[src/rtl/nandc_pkg.sv]
// Shared constants and types of the NAND register controller.
// Assumes a byte-addressed window with word-aligned register offsets.
package nandc_pkg;
    // Register byte offsets (decoded by host software, so fixed)
    localparam int unsigned OFF_LP_LO  = 32'h00;
    localparam int unsigned OFF_LP_HI  = 32'h04;
    localparam int unsigned OFF_COLPAR = 32'h08;
    localparam int unsigned OFF_COUNT  = 32'h0C;
    localparam int unsigned OFF_CLEAR  = 32'h10;
    localparam int unsigned OFF_DATA   = 32'h14;
    localparam int unsigned OFF_CTRL   = 32'h18;

    // Control register bit positions
    localparam int unsigned CB_CE0  = 0;
    localparam int unsigned CB_CLE  = 1;
    localparam int unsigned CB_ALE  = 2;
    localparam int unsigned CB_WP   = 3;
    localparam int unsigned CB_CE1  = 4;
    localparam int unsigned CB_BUSY = 5;

    // One flag per decoded register
    typedef struct packed {
        logic lp_lo;
        logic lp_hi;
        logic colpar;
        logic count;
        logic clear;
        logic data;
        logic ctrl;
    } reg_hit_t;
endpackage

[src/rtl/nandc_dec.sv]
// Address decoder: turns a byte offset into one flag per register.
// Assumes ADDR_W is wide enough to hold the highest offset (0x18).
module nandc_dec
    import nandc_pkg::*;
#(
    parameter int ADDR_W = 6
) (
    input  logic [ADDR_W-1:0] addr,
    output reg_hit_t          hit
);
    // Full-width compare of the offset against each register
    always_comb begin
        hit.lp_lo  = (addr == ADDR_W'(OFF_LP_LO));
        hit.lp_hi  = (addr == ADDR_W'(OFF_LP_HI));
        hit.colpar = (addr == ADDR_W'(OFF_COLPAR));
        hit.count  = (addr == ADDR_W'(OFF_COUNT));
        hit.clear  = (addr == ADDR_W'(OFF_CLEAR));
        hit.data   = (addr == ADDR_W'(OFF_DATA));
        hit.ctrl   = (addr == ADDR_W'(OFF_CTRL));
    end
endmodule

[src/rtl/nandc_ecc_acc.sv]
// Running page ECC accumulator: byte counter, column parity and two
// line parity words. Page length is 2**DATA_W bytes. Each strobed
// byte is folded in at the next clock edge.
// Assumes clr and stb are never both high (one host access per cycle).
module nandc_ecc_acc #(
    parameter int DATA_W  = 8,
    parameter int COUNT_W = 16
) (
    input  logic               clk,
    input  logic               rst_n,
    input  logic               clr,
    input  logic               stb,
    input  logic [DATA_W-1:0]  din,
    output logic [COUNT_W-1:0] cnt,
    output logic [2*$clog2(DATA_W)-1:0] cp,
    output logic [DATA_W-1:0]  lp_a,
    output logic [DATA_W-1:0]  lp_b
);
    localparam int BIT_IDX_W = $clog2(DATA_W);
    localparam int CP_W      = 2 * BIT_IDX_W;

    // Mask of the bit columns whose index bit k equals sel
    function automatic logic [DATA_W-1:0] col_mask(input int k, input logic sel);
        logic [DATA_W-1:0] m;
        for (int j = 0; j < DATA_W; j++) begin
            m[j] = (((j >> k) & 1) == int'(sel));
        end
        return m;
    endfunction

    logic [CP_W-1:0]   cp_byte;
    logic              byte_par;
    logic [DATA_W-1:0] idx;

    // Column parity of the incoming byte, one pair per index bit
    for (genvar k = 0; k < BIT_IDX_W; k++) begin : g_col
        assign cp_byte[2*k]   = ^(din & col_mask(k, 1'b0));
        assign cp_byte[2*k+1] = ^(din & col_mask(k, 1'b1));
    end

    assign byte_par = ^din;
    assign idx      = cnt[DATA_W-1:0];

    // Accumulate on a strobe; clear and reset zero everything
    always_ff @(posedge clk) begin
        if (!rst_n || clr) begin
            cnt  <= '0;
            cp   <= '0;
            lp_a <= '0;
            lp_b <= '0;
        end else if (stb) begin
            cnt <= cnt + COUNT_W'(1);
            cp  <= cp ^ cp_byte;
            if (byte_par) begin
                lp_a <= lp_a ^ ~idx;
                lp_b <= lp_b ^ idx;
            end
        end
    end
endmodule

[src/rtl/nandc_lp_pack.sv]
// Line parity readback packer: interleaves the two line words bit by
// bit. The upper halves go to the low register and the lower halves
// to the high register.
// Assumes DATA_W is even.
module nandc_lp_pack #(
    parameter int DATA_W = 8
) (
    input  logic [DATA_W-1:0] lp_a,
    input  logic [DATA_W-1:0] lp_b,
    output logic [DATA_W-1:0] rd_lo,
    output logic [DATA_W-1:0] rd_hi
);
    localparam int HALF_W = DATA_W / 2;

    // Word A on even positions, word B on odd positions
    for (genvar k = 0; k < HALF_W; k++) begin : g_pair
        assign rd_lo[2*k]   = lp_a[HALF_W + k];
        assign rd_lo[2*k+1] = lp_b[HALF_W + k];
        assign rd_hi[2*k]   = lp_a[k];
        assign rd_hi[2*k+1] = lp_b[k];
    end
endmodule

[src/rtl/nand_ecc_ctrl.sv]
// NAND register controller top. It decodes host accesses, holds the
// pin control register, passes data bytes to and from the device with
// single-cycle strobes, and feeds every data byte to the ECC
// accumulator. Read data is combinational from the current access.
// Assumes one host access per cycle. The device must sample nand_dout
// on nand_wr_stb and advance its output after nand_rd_stb.
module nand_ecc_ctrl
    import nandc_pkg::*;
#(
    parameter int ADDR_W  = 6,
    parameter int DATA_W  = 8,
    parameter int COUNT_W = 16
) (
    input  logic              clk,
    input  logic              rst_n,
    input  logic              bus_sel,
    input  logic              bus_wr,
    input  logic [ADDR_W-1:0] bus_addr,
    input  logic [DATA_W-1:0] bus_wdata,
    output logic [DATA_W-1:0] bus_rdata,
    output logic              nand_cle,
    output logic              nand_ale,
    output logic              nand_ce,
    output logic              nand_wp,
    output logic [DATA_W-1:0] nand_dout,
    output logic              nand_wr_stb,
    input  logic [DATA_W-1:0] nand_din,
    output logic              nand_rd_stb,
    input  logic              nand_rdy
);
    localparam int CP_W = 2 * $clog2(DATA_W);
    localparam logic [DATA_W-1:0] BUSY_MASK = DATA_W'(1) << CB_BUSY;

    reg_hit_t            hit;
    logic                acc_wr, acc_rd;
    logic                io_wr, io_rd, clr_wr, ctl_wr;
    logic [DATA_W-1:0]   ctl_q;
    logic [DATA_W-1:0]   acc_byte;
    logic [COUNT_W-1:0]  ecc_cnt;
    logic [CP_W-1:0]     ecc_cp;
    logic [DATA_W-1:0]   ecc_lp0, ecc_lp1;
    logic [DATA_W-1:0]   lp_rd_lo, lp_rd_hi;

    nandc_dec #(.ADDR_W(ADDR_W)) u_dec (
        .addr (bus_addr),
        .hit  (hit)
    );

    // Access qualifiers
    assign acc_wr = bus_sel &  bus_wr;
    assign acc_rd = bus_sel & ~bus_wr;
    assign io_wr  = acc_wr & hit.data;
    assign io_rd  = acc_rd & hit.data;
    assign clr_wr = acc_wr & hit.clear;
    assign ctl_wr = acc_wr & hit.ctrl;

    // Control register; the busy position is never stored
    always_ff @(posedge clk) begin
        if (!rst_n) begin
            ctl_q <= '0;
        end else if (ctl_wr) begin
            ctl_q <= bus_wdata & ~BUSY_MASK;
        end
    end

    // Pin drive from the control register
    assign nand_cle = ctl_q[CB_CLE];
    assign nand_ale = ctl_q[CB_ALE];
    assign nand_wp  = ctl_q[CB_WP];
    assign nand_ce  = ctl_q[CB_CE0] | ctl_q[CB_CE1];

    // Data path and strobes to the device
    assign nand_dout   = bus_wdata;
    assign nand_wr_stb = io_wr;
    assign nand_rd_stb = io_rd;

    // Byte presented to the ECC: host data on write, device data on read
    assign acc_byte = io_wr ? bus_wdata : nand_din;

    nandc_ecc_acc #(.DATA_W(DATA_W), .COUNT_W(COUNT_W)) u_ecc (
        .clk   (clk),
        .rst_n (rst_n),
        .clr   (clr_wr),
        .stb   (io_wr | io_rd),
        .din   (acc_byte),
        .cnt   (ecc_cnt),
        .cp    (ecc_cp),
        .lp_a  (ecc_lp0),
        .lp_b  (ecc_lp1)
    );

    nandc_lp_pack #(.DATA_W(DATA_W)) u_pack (
        .lp_a  (ecc_lp0),
        .lp_b  (ecc_lp1),
        .rd_lo (lp_rd_lo),
        .rd_hi (lp_rd_hi)
    );

    // Read mux; anything undecoded or write-only reads as zero
    always_comb begin
        bus_rdata = '0;
        if (acc_rd) begin
            if (hit.lp_lo)       bus_rdata = lp_rd_lo;
            else if (hit.lp_hi)  bus_rdata = lp_rd_hi;
            else if (hit.colpar) bus_rdata = DATA_W'(ecc_cp);
            else if (hit.count)  bus_rdata = ecc_cnt[DATA_W-1:0];
            else if (hit.data)   bus_rdata = nand_din;
            else if (hit.ctrl)   bus_rdata = ctl_q | (DATA_W'(nand_rdy) << CB_BUSY);
        end
    end
endmodule

[config.mk]
export PLATFORM = sky130hd
export DESIGN_NAME = nand_ecc_ctrl
export DESIGN_NICKNAME = d
export VERILOG_FILES = /design/src/rtl/nandc_pkg.sv /design/src/rtl/nandc_dec.sv /design/src/rtl/nandc_ecc_acc.sv /design/src/rtl/nandc_lp_pack.sv /design/src/rtl/nand_ecc_ctrl.sv
export SDC_FILE = /design/constraint.sdc
export NUM_CORES = 1
export LEC_CHECK = 0
export CORE_UTILIZATION = 45
export CTS_CLUSTER_SIZE = 20
export DETAILED_ROUTE_END_ITERATION = 10
export PLACE_DENSITY = 0.69
export REMOVE_ABC_BUFFERS = 1
export SETUP_SLACK_MARGIN = 0.05
export SYNTH_ARGS = -nofsm -noshare
export SYNTH_HDL_FRONTEND = slang
export SYNTH_HIERARCHICAL = 1
export SYNTH_SLANG_ARGS = --single-unit
[constraint.sdc]
create_clock -name clk -period 4.4 [get_ports clk]
set_input_delay 1.1 -clock clk [delete_from_list [all_inputs] [get_ports clk]]
set_output_delay 1.1 -clock clk [all_outputs]
set_load 0.05 [all_outputs]
# Word-level counts from Yosys, hierarchy flattened
# Cells that the tools add are included.
dict set report op_classes {
  bitwise 14
  eq_ne 6
  n_lt_le_gt_ge 0
  addsub 1
  muxes 8
  reduce_logical 11
  multipliers 0
  div 0
  shifts 0
}
# cell n
set ops {}
lappend ops {{two-way mux 8 bit} 8}
lappend ops {{parity 8 bit} 7}
lappend ops {{equality test 6 x 5 -> 1 bit, second input constant} 3}
lappend ops {{adder 16 x 1 -> 16 bit, second input constant} 1}
lappend ops {{XOR 8 bit} 2}
lappend ops {{equality test 6 x 4 -> 1 bit, second input constant} 2}
lappend ops {{NOT 8 bit} 1}
lappend ops {{OR 8 x 6 -> 8 bit} 1}
lappend ops {{AND 1 bit} 6}
lappend ops {{equality test 6 x 3 -> 1 bit, second input constant} 1}
lappend ops {{zero test 6 bit} 1}
lappend ops {{XOR 6 bit} 1}
lappend ops {{OR 1 bit} 2}
lappend ops {{AND reduction 2 bit} 1}
lappend ops {{zero test 1 bit} 1}
lappend ops {{logical OR 1 bit} 1}
lappend ops {{NOT 1 bit} 1}
dict set report totals {
  latch_bits 0
  out_inout_bits 22
  romBits 0
  mem_bits_rw 0
  elab_cells 45
  memories 0
  regBits 45
}

# Logic depth before layout (Yosys ltp)
# Gate-level depths: netlist of run 1.
dict set report depth {
  ltp_word 8
  ltp_mapped 12
}

# Hierarchy
# The synthesis of run 1 kept the hierarchy.
# mod area_per_inst_um2 instances cells_each
set modules_own_cells {}
lappend modules_own_cells {nandc_ecc_acc 1756.7 1 201}
lappend modules_own_cells {nand_ecc_ctrl 1009.7 1 115}
lappend modules_own_cells {nandc_lp_pack 120.1 1 16}
lappend modules_own_cells {nandc_dec 82.6 1 11}

# Worst setup path before layout of run 1
# No wires, ideal clock.
dict set report synth_path {
  path_type {input to output}
  start {input port bus_addr[1]}
  end {output port bus_rdata[4]}
  arrival_time_ps 3549
  path_stages 6
  slack_ps -249
  n_path_buf 1
  path_cell_list {or3b_1 > nor4_1 > or2_0 > buf_6 > a2111oi_4 > o31ai_1}
}
# element line_no
set synth_rtl {}
lappend synth_rtl {{from (decl)} nand_ecc_ctrl.sv:18} ;# input logic [ADDR_W-1:0] bus_addr,
lappend synth_rtl {{to (decl)} nand_ecc_ctrl.sv:20} ;# output logic [DATA_W-1:0] bus_rdata,

==> summary.txt, run 1 <==
Run status
  • Status: complete, no violations

GRT
  • First-pass GRT wire length: between 10 and 15 mm
  • Vias in the first global route: approximately 2,300
  • Initial antenna violation count: 0
  • Pin count of the biggest net entering global routing: 33
  • GR Util All Layers: 22.5%
  • Grt ovf: 0

CTS
  • Root buffer cell: clkbuf_8
  • Reg clk slew, reported paths: 0.08 ns
  • Total CTS buffers: 5
  • TritonCTS clock tree: built
  • Clk sinks: 37
  • Maximum root-to-sink buffer count: 2
  • Hold-fix buffers at CTS: 0
  • Clock Latency Late Sink: a little under 0.3 ns
  • CTS HTree Levels: 2

Setup path
  • Critical Path RT: 3.30 ns
  • Critical path peak fanout: 9
  • WP data arrival: 3.13 ns
  • Worst R2R Path Depth: 5
  • Crit path max-delay family: buffers and inverters
  • Crit path cell chain: clkdlybuf4s50_1 -> or3b_1 -> nor2_1 -> buf_4 -> and4bb_2 -> a2111oi_4 -> o31ai_2 -> buf_12
  • Capturing point of the worst reg2reg path: u_ecc/cnt[6]
  • Crit-path slowest cell: clkdlybuf4s50_1
  • Worst Setup End Kind: primary output
  • Reg-to-reg startpoint: u_ecc/cnt[1]
  • Slowest Stage Delay on Critical Path: 0.50 ns
  • Setup Crit Path Kind: input pin to primary output
  • Buffers & Inverters on Critical Path: 3
  • Number of cells on the critical path: 8
  • Flop-to-flop setup slack: about 3.0 ns
  • CP Launch Type: input pin

Power
  • Combinational share of power: between 20% and 30%
  • Sequential power share: around 44%
  • Power Density: between 200 and 250 mW/mm2
  • Clock power frac: about 34%
  • NetSw: 231 uW
  • VDD IR max: about 0.00014 V
  • Overall power: between 700 and 800 uW
  • Leakage: between 1 and 1.5 nW
  • Int Power: 530 uW
  • Switching share of power: ~30%

Drt
  • Drt via density: between 5 and 6
  • Vias after detailed routing: around 2,300
  • Drt initial violations: between 150 and 200
  • DR pass1 iterations: 4
  • Final WL: 6.48 mm
  • # DRC: 0
  • Antenna-violating nets left: 0
  • Routed len/inst: between 15 and 20 um

Min path
  • Tightest Hold Check Type: flop to flop
  • Hold endpoint: u_ecc/lp_b[3]
  • Hold Crit Start: u_ecc/lp_b[3]
  • Hold Path Stages: 2

Placement
  • DP HPWL: 4.69 mm
  • Dpl ws: -0.247 ns
  • Port Buffers: 48
  • Placer Congestion: roughly 0.85

Flow run
  • Maxcap violations: 0

Layout
  • Share of layout cells above drive strength 1: between 20% and 30%
  • Nets: 370
  • N_diodes: 0
  • Area growth from synthesis to layout: 26.9%

Floorplanning
  • Core Region: 0.00557 mm2
  • Rows: 27
  • Initial core utilization: 47.3%
  • Boundary pin count: 49
  • Die area: approximately 0.0062 mm2
  • Die X: between 70 and 80 um
  • Die span in y: just under 80 um

Timing
  • Setup Viol. Count Final: 0
  • Hold Fails Final Rpt: 0
  • Slew @ Worst Pin: about 0.94 ns
  • Setup ws final: 0.172 ns
  • Worst Hold Margin: 0.495 ns
  • Post-layout min period: approximately 4.2 ns
  • Rel. slew slack: approximately 37%
  • RSZ-0062 raised after global routing: false
  • Final period util: 96.1%
  • Pins Over Slew Limit: 0
  • Worst Skew: roughly 0.0031 ns
  • Max Freq: around 240 MHz

Logic synthesis
  • Post-Syn Instances: 304
  • Post-Syn Area: ~0.0026 mm2
  • Avg Cell Area, Syn: a little under 9 um2
  • Ys Warns: 6
-- per-stage QoR --
stage               TNS, ns  cell area (um2)  cells  utilization, %
finish                    0             3350    415            60.0
global route              0             3350    415            60.0
CTS                       0             3330    415            59.7
detailed placement    -3.33             3190    405            57.3
global placement     -0.799             3190    405            57.3
floorplan             -9.64             2340    259               -
-- worst min-delay path: stages, from the launching register on --
cell and delay (ns):
dfxtp_1 0.33, o21ai_0 0.07, a21oi_1 0.06
-- layer usage --
| metal | share of wire [%] | wire (um) | track usage (%) |
|---|---|---|---|
| met1 | 45 | 2890 | 28.2 |
| met2 | 49 | 3180 | 37.8 |
| met3 | 4.3 | 278 | 5.35 |
| met4 | 2.0 | 127 | 7.04 |
| met5 | 0 | 0 | 0 |
-- state kept, by name, summed over array words and instances, names as in the netlist --
| name | count |
|---|---|
| u_ecc/cnt | 8 |
| u_ecc/lp_a | 8 |
| u_ecc/lp_b | 8 |
| ctl_q | 7 |
| u_ecc/cp | 6 |
-- how the worst max path moves through the flow --
stage,from,end,slack [ns]
2_1_floorplan,bus_addr[1],bus_rdata[4],-0.96
3_3_place_gp,bus_addr[3],bus_rdata[4],-0.15
3_5_place_dp,bus_addr[1],u_ecc/lp_b[4],-0.25
4_1_cts,bus_addr[0],bus_rdata[4],0.17
5_1_grt,bus_addr[2],bus_rdata[0],0.06
6_report,bus_addr[2],bus_rdata[2],0.17
-- repair_timing --
item,CTS,global route
endpoints found under the setup margin,7,18
gates cloned,1,0
buffers inserted,1,0
pin swaps,6,0
resized for setup,11,2
-- power by group through the flow --
stage / clock network (mW) / registers (mW) / logic, mW
floorplan: 0 / 0.344 / 0.0687
global placement: 0 / 0.344 / 0.156
detailed placement: 0 / 0.344 / 0.159
CTS: 0.264 / 0.336 / 0.160
global route: 0.279 / 0.336 / 0.178
finish: 0.258 / 0.336 / 0.167
-- cells in the final DEF, fill, tap and decap left out, types with 2 or more instances in the layout --
master and count:
a221o_1 2, and3_1 3, o22ai_1 4, dfxtp_1 37, nor2_1 18, dlygate4sd2_1 3, o21ai_1 6, nand2b_1 10
inv_1 7, o31ai_2 4, nand2_1 24, nor2b_1 11, buf_12 8, buf_4 29, nand3b_1 4, xnor2_1 13
a21oi_1 18, or3_1 9, clkdlybuf4s50_1 35, a2111oi_4 4, o41ai_1 6, xor2_1 13, and4bb_2 3, nand3_1 5
clkbuf_8 6, mux2_1 4, mux2_2 4, o311ai_0 6, o21ai_0 5, mux2i_1 8, and3b_1 4
-- cell type report --
| type | count | area [um2] |
|---|---|---|
| clock inverters | 2 | 13.8 |
| flip-flops and latches | 37 | 741 |
| multi-input cells | 215 | 1630 |
| well taps | 72 | 90.1 |
| inverters | 7 | 26.3 |
| clock buffers | 6 | 82.6 |
| fillers | 506 | 2230 |
| repair buffers | 76 | 766 |
Note: power is estimated with default switching activity, not from simulation.
==> run 2: changes to the inputs <==
CORE_ASPECT_RATIO = 0.5   (was default)
==> run 2 against run 1 <==
  * Register-to-register slack about the same
  * Clock skew up 0.0014 ns
  * Global-route usage up 0.61 points
  * Setup slack worse by 0.0092 ns
  * Via count up 0.84%
  * Largest cell class unchanged
  * Non-clock buffer count down 10
==> summary.txt, run 2 (synthesis results as in run 1) <==
Setup path
  • WP data arrival: approximately 3.1 ns
  • Critical path peak fanout: 9
  • Slowest Stage Delay on Critical Path: 0.45 ns
  • Crit path cell chain: clkdlybuf4s50_1 -> or3b_1 -> nor2_1 -> buf_4 -> and4bb_2 -> a2111oi_4 -> o31ai_2 -> buf_12
  • Crit path max-delay family: simple AND/OR/NAND/NOR gates
  • Setup Crit Path Kind: input pin to primary output
  • Worst Setup End Kind: primary output
  • Flop-to-flop setup slack: ~3.0 ns
  • Buffers & Inverters on Critical Path: 3
  • Critical Path RT: 3.30 ns
  • Crit-path slowest cell: clkdlybuf4s50_1
  • CP Launch Type: input pin

Layout
  • Storage element area: approximately 740 um2
  • Multi-input gate area: about 0.0016 mm2
  • Nets: 360
  • Fillcell total: 488
  • Post-layout util: 59.9%
  • Share of layout cells above drive strength 1: between 10% and 20%
  • Top Registers: u_ecc/cnt (8), u_ecc/lp_a (8), u_ecc/lp_b (8)
  • Commonest cells after routing, fill and taps aside: dfxtp_1, clkdlybuf4s50_1, nand2_1
  • Most common cell after layout, fill and taps aside: dfxtp_1
  • N_diodes: 0
  • Area growth from synthesis to layout: 26.5%

Floorplanning
  • Boundary pin count: just under 50
  • Die X: roughly 110 um
  • Die area: 0.00619 mm2
  • Core Region: 0.00556 mm2
  • Die span in y: about 56 um
  • Rows: 19
  • Initial core utilization: between 40% and 50%

Power
  • Int Power: ~680 uW
  • NetSw: 241 uW
  • VDD IR max: approximately 0.00015 V
  • Leakage: approximately 1.3 nW
  • Combinational share of power: between 10% and 20%
  • Power Density: roughly 270 mW/mm2
  • Sequential power share: around 37%
  • Clock power frac: 45.2%
  • Overall power: roughly 920 uW
  • Switching share of power: about a quarter

Drt
  • Drt via density: 5.64
  • Routed len/inst: ~16 um
  • Drt initial violations: 110
  • Final WL: 6.47 mm
  • Vias after detailed routing: 2,291
  • DR pass1 iterations: 5
  • Antenna-violating nets left: 0
  • # DRC: 0

Timing
  • Final period util: between 90% and 100%
  • Slew @ Worst Pin: 0.876 ns
  • RSZ-0062 raised after global routing: false
  • Worst Hold Margin: approximately 0.49 ns
  • Hold Fails Final Rpt: 0
  • Setup TNS: 0 ns
  • Rel. slew slack: between 40% and 50%
  • Pins Over Slew Limit: 0
  • Post-layout min period: approximately 4.2 ns
  • Setup ws final: 0.163 ns
  • Setup Viol. Count Final: 0
  • Max Freq: 236 MHz
  • Worst Skew: ~0.0045 ns

CTS
  • Clk sinks: 37
  • Total CTS buffers: 5
  • CTS HTree Levels: 2
  • Maximum root-to-sink buffer count: 2
  • TritonCTS clock tree: built
  • Clock Latency Late Sink: 0.28 ns
  • Hold-fix buffers at CTS: 0
  • Root buffer cell: clkbuf_16
  • Reg clk slew, reported paths: 0.06 ns

Placement
  • Placer Congestion: between 0.8 and 0.9
  • DP HPWL: slightly below 5 mm
  • Dpl ws: -0.141 ns
  • Port Buffers: between 40 and 50

Min path
  • Tightest Hold Check Type: flop to flop

Flow run
  • Maxcap violations: 0

Run status
  • Status: complete, no violations

GRT
  • GR Util All Layers: 23.1%
  • Initial antenna violation count: 0
  • Vias in the first global route: 2,193
  • Pin count of the biggest net entering global routing: 33
  • First-pass GRT wire length: roughly 11 mm
  • Grt ovf: 0
-- run 2: changes by cell type in the layout (fill, tap and decap cells not counted), sizes merged --
cell,before,now
buf,38,28
bufinv,0,1
clkbuf,6,5
clkdlybuf4s50,35,34
clkinv,2,1
clkinvlp,0,1
dlymetal6s2s,0,1
-- run 2: timing repair --
action / CTS / global route
buffers inserted: 2 / 1
setup endpoints to repair: 7 / 6
gates resized for setup: 9 / 2
cloned: 1 / 0
pin swaps: 4 / 0
-- run 2: layer usage --
metal  share of wire [%]  vias to the layer above  track usage [%]
li1                    -                     1113                -
met1                  47                     1100             33.0
met2                  45                       70             35.0
met3                 6.6                        8             5.62
met4                 1.1                        0             5.08
met5                   0                        -                0
-- run 2: worst min-delay path, delay by kind of cell, from the launching register on --
kind / cells / cell delay [ns]
AO/OA/AOI/OAI: 2 / 0.13
flip-flops: 1 / 0.32
-- run 2: power groups by stage --
stage          Sequential [mW]  Clock (mW)  Combinational (mW)
2_1_floorplan            0.344           0              0.0687
3_3_place_gp             0.344           0               0.161
3_5_place_dp             0.344           0               0.164
4_1_cts                  0.337       0.417               0.164
5_1_grt                  0.337       0.437               0.175
6_report                 0.337       0.414               0.165
-- run 2: worst paths after layout --
kind,startpoint,to,cells after the start
min reg2reg,u_ecc/lp_b[4],u_ecc/lp_b[4],2
max,bus_addr[5],bus_rdata[4],8
min,u_ecc/lp_b[4],u_ecc/lp_b[4],2
max reg2reg,u_ecc/cnt[1],u_ecc/cnt[6],5
-- run 2: metrics by stage --
step | instances | cell area (um2)
6_report | 406 | 3330
2_1_floorplan | 259 | 2340
4_1_cts | 405 | 3320
3_3_place_gp | 394 | 3110
5_1_grt | 406 | 3330
3_5_place_dp | 394 | 3110
-- run 2: area by class of cell --
cell class	count	share of cell area, %
Clock buffer	5	3.75
Clock inverter	3	1.39
Inverter	7	0.788
Multi-Input combinational cell	215	48.0
Sequential cell	37	22.2
Tap cell	73	2.74
Timing Repair Buffer	66	21.1
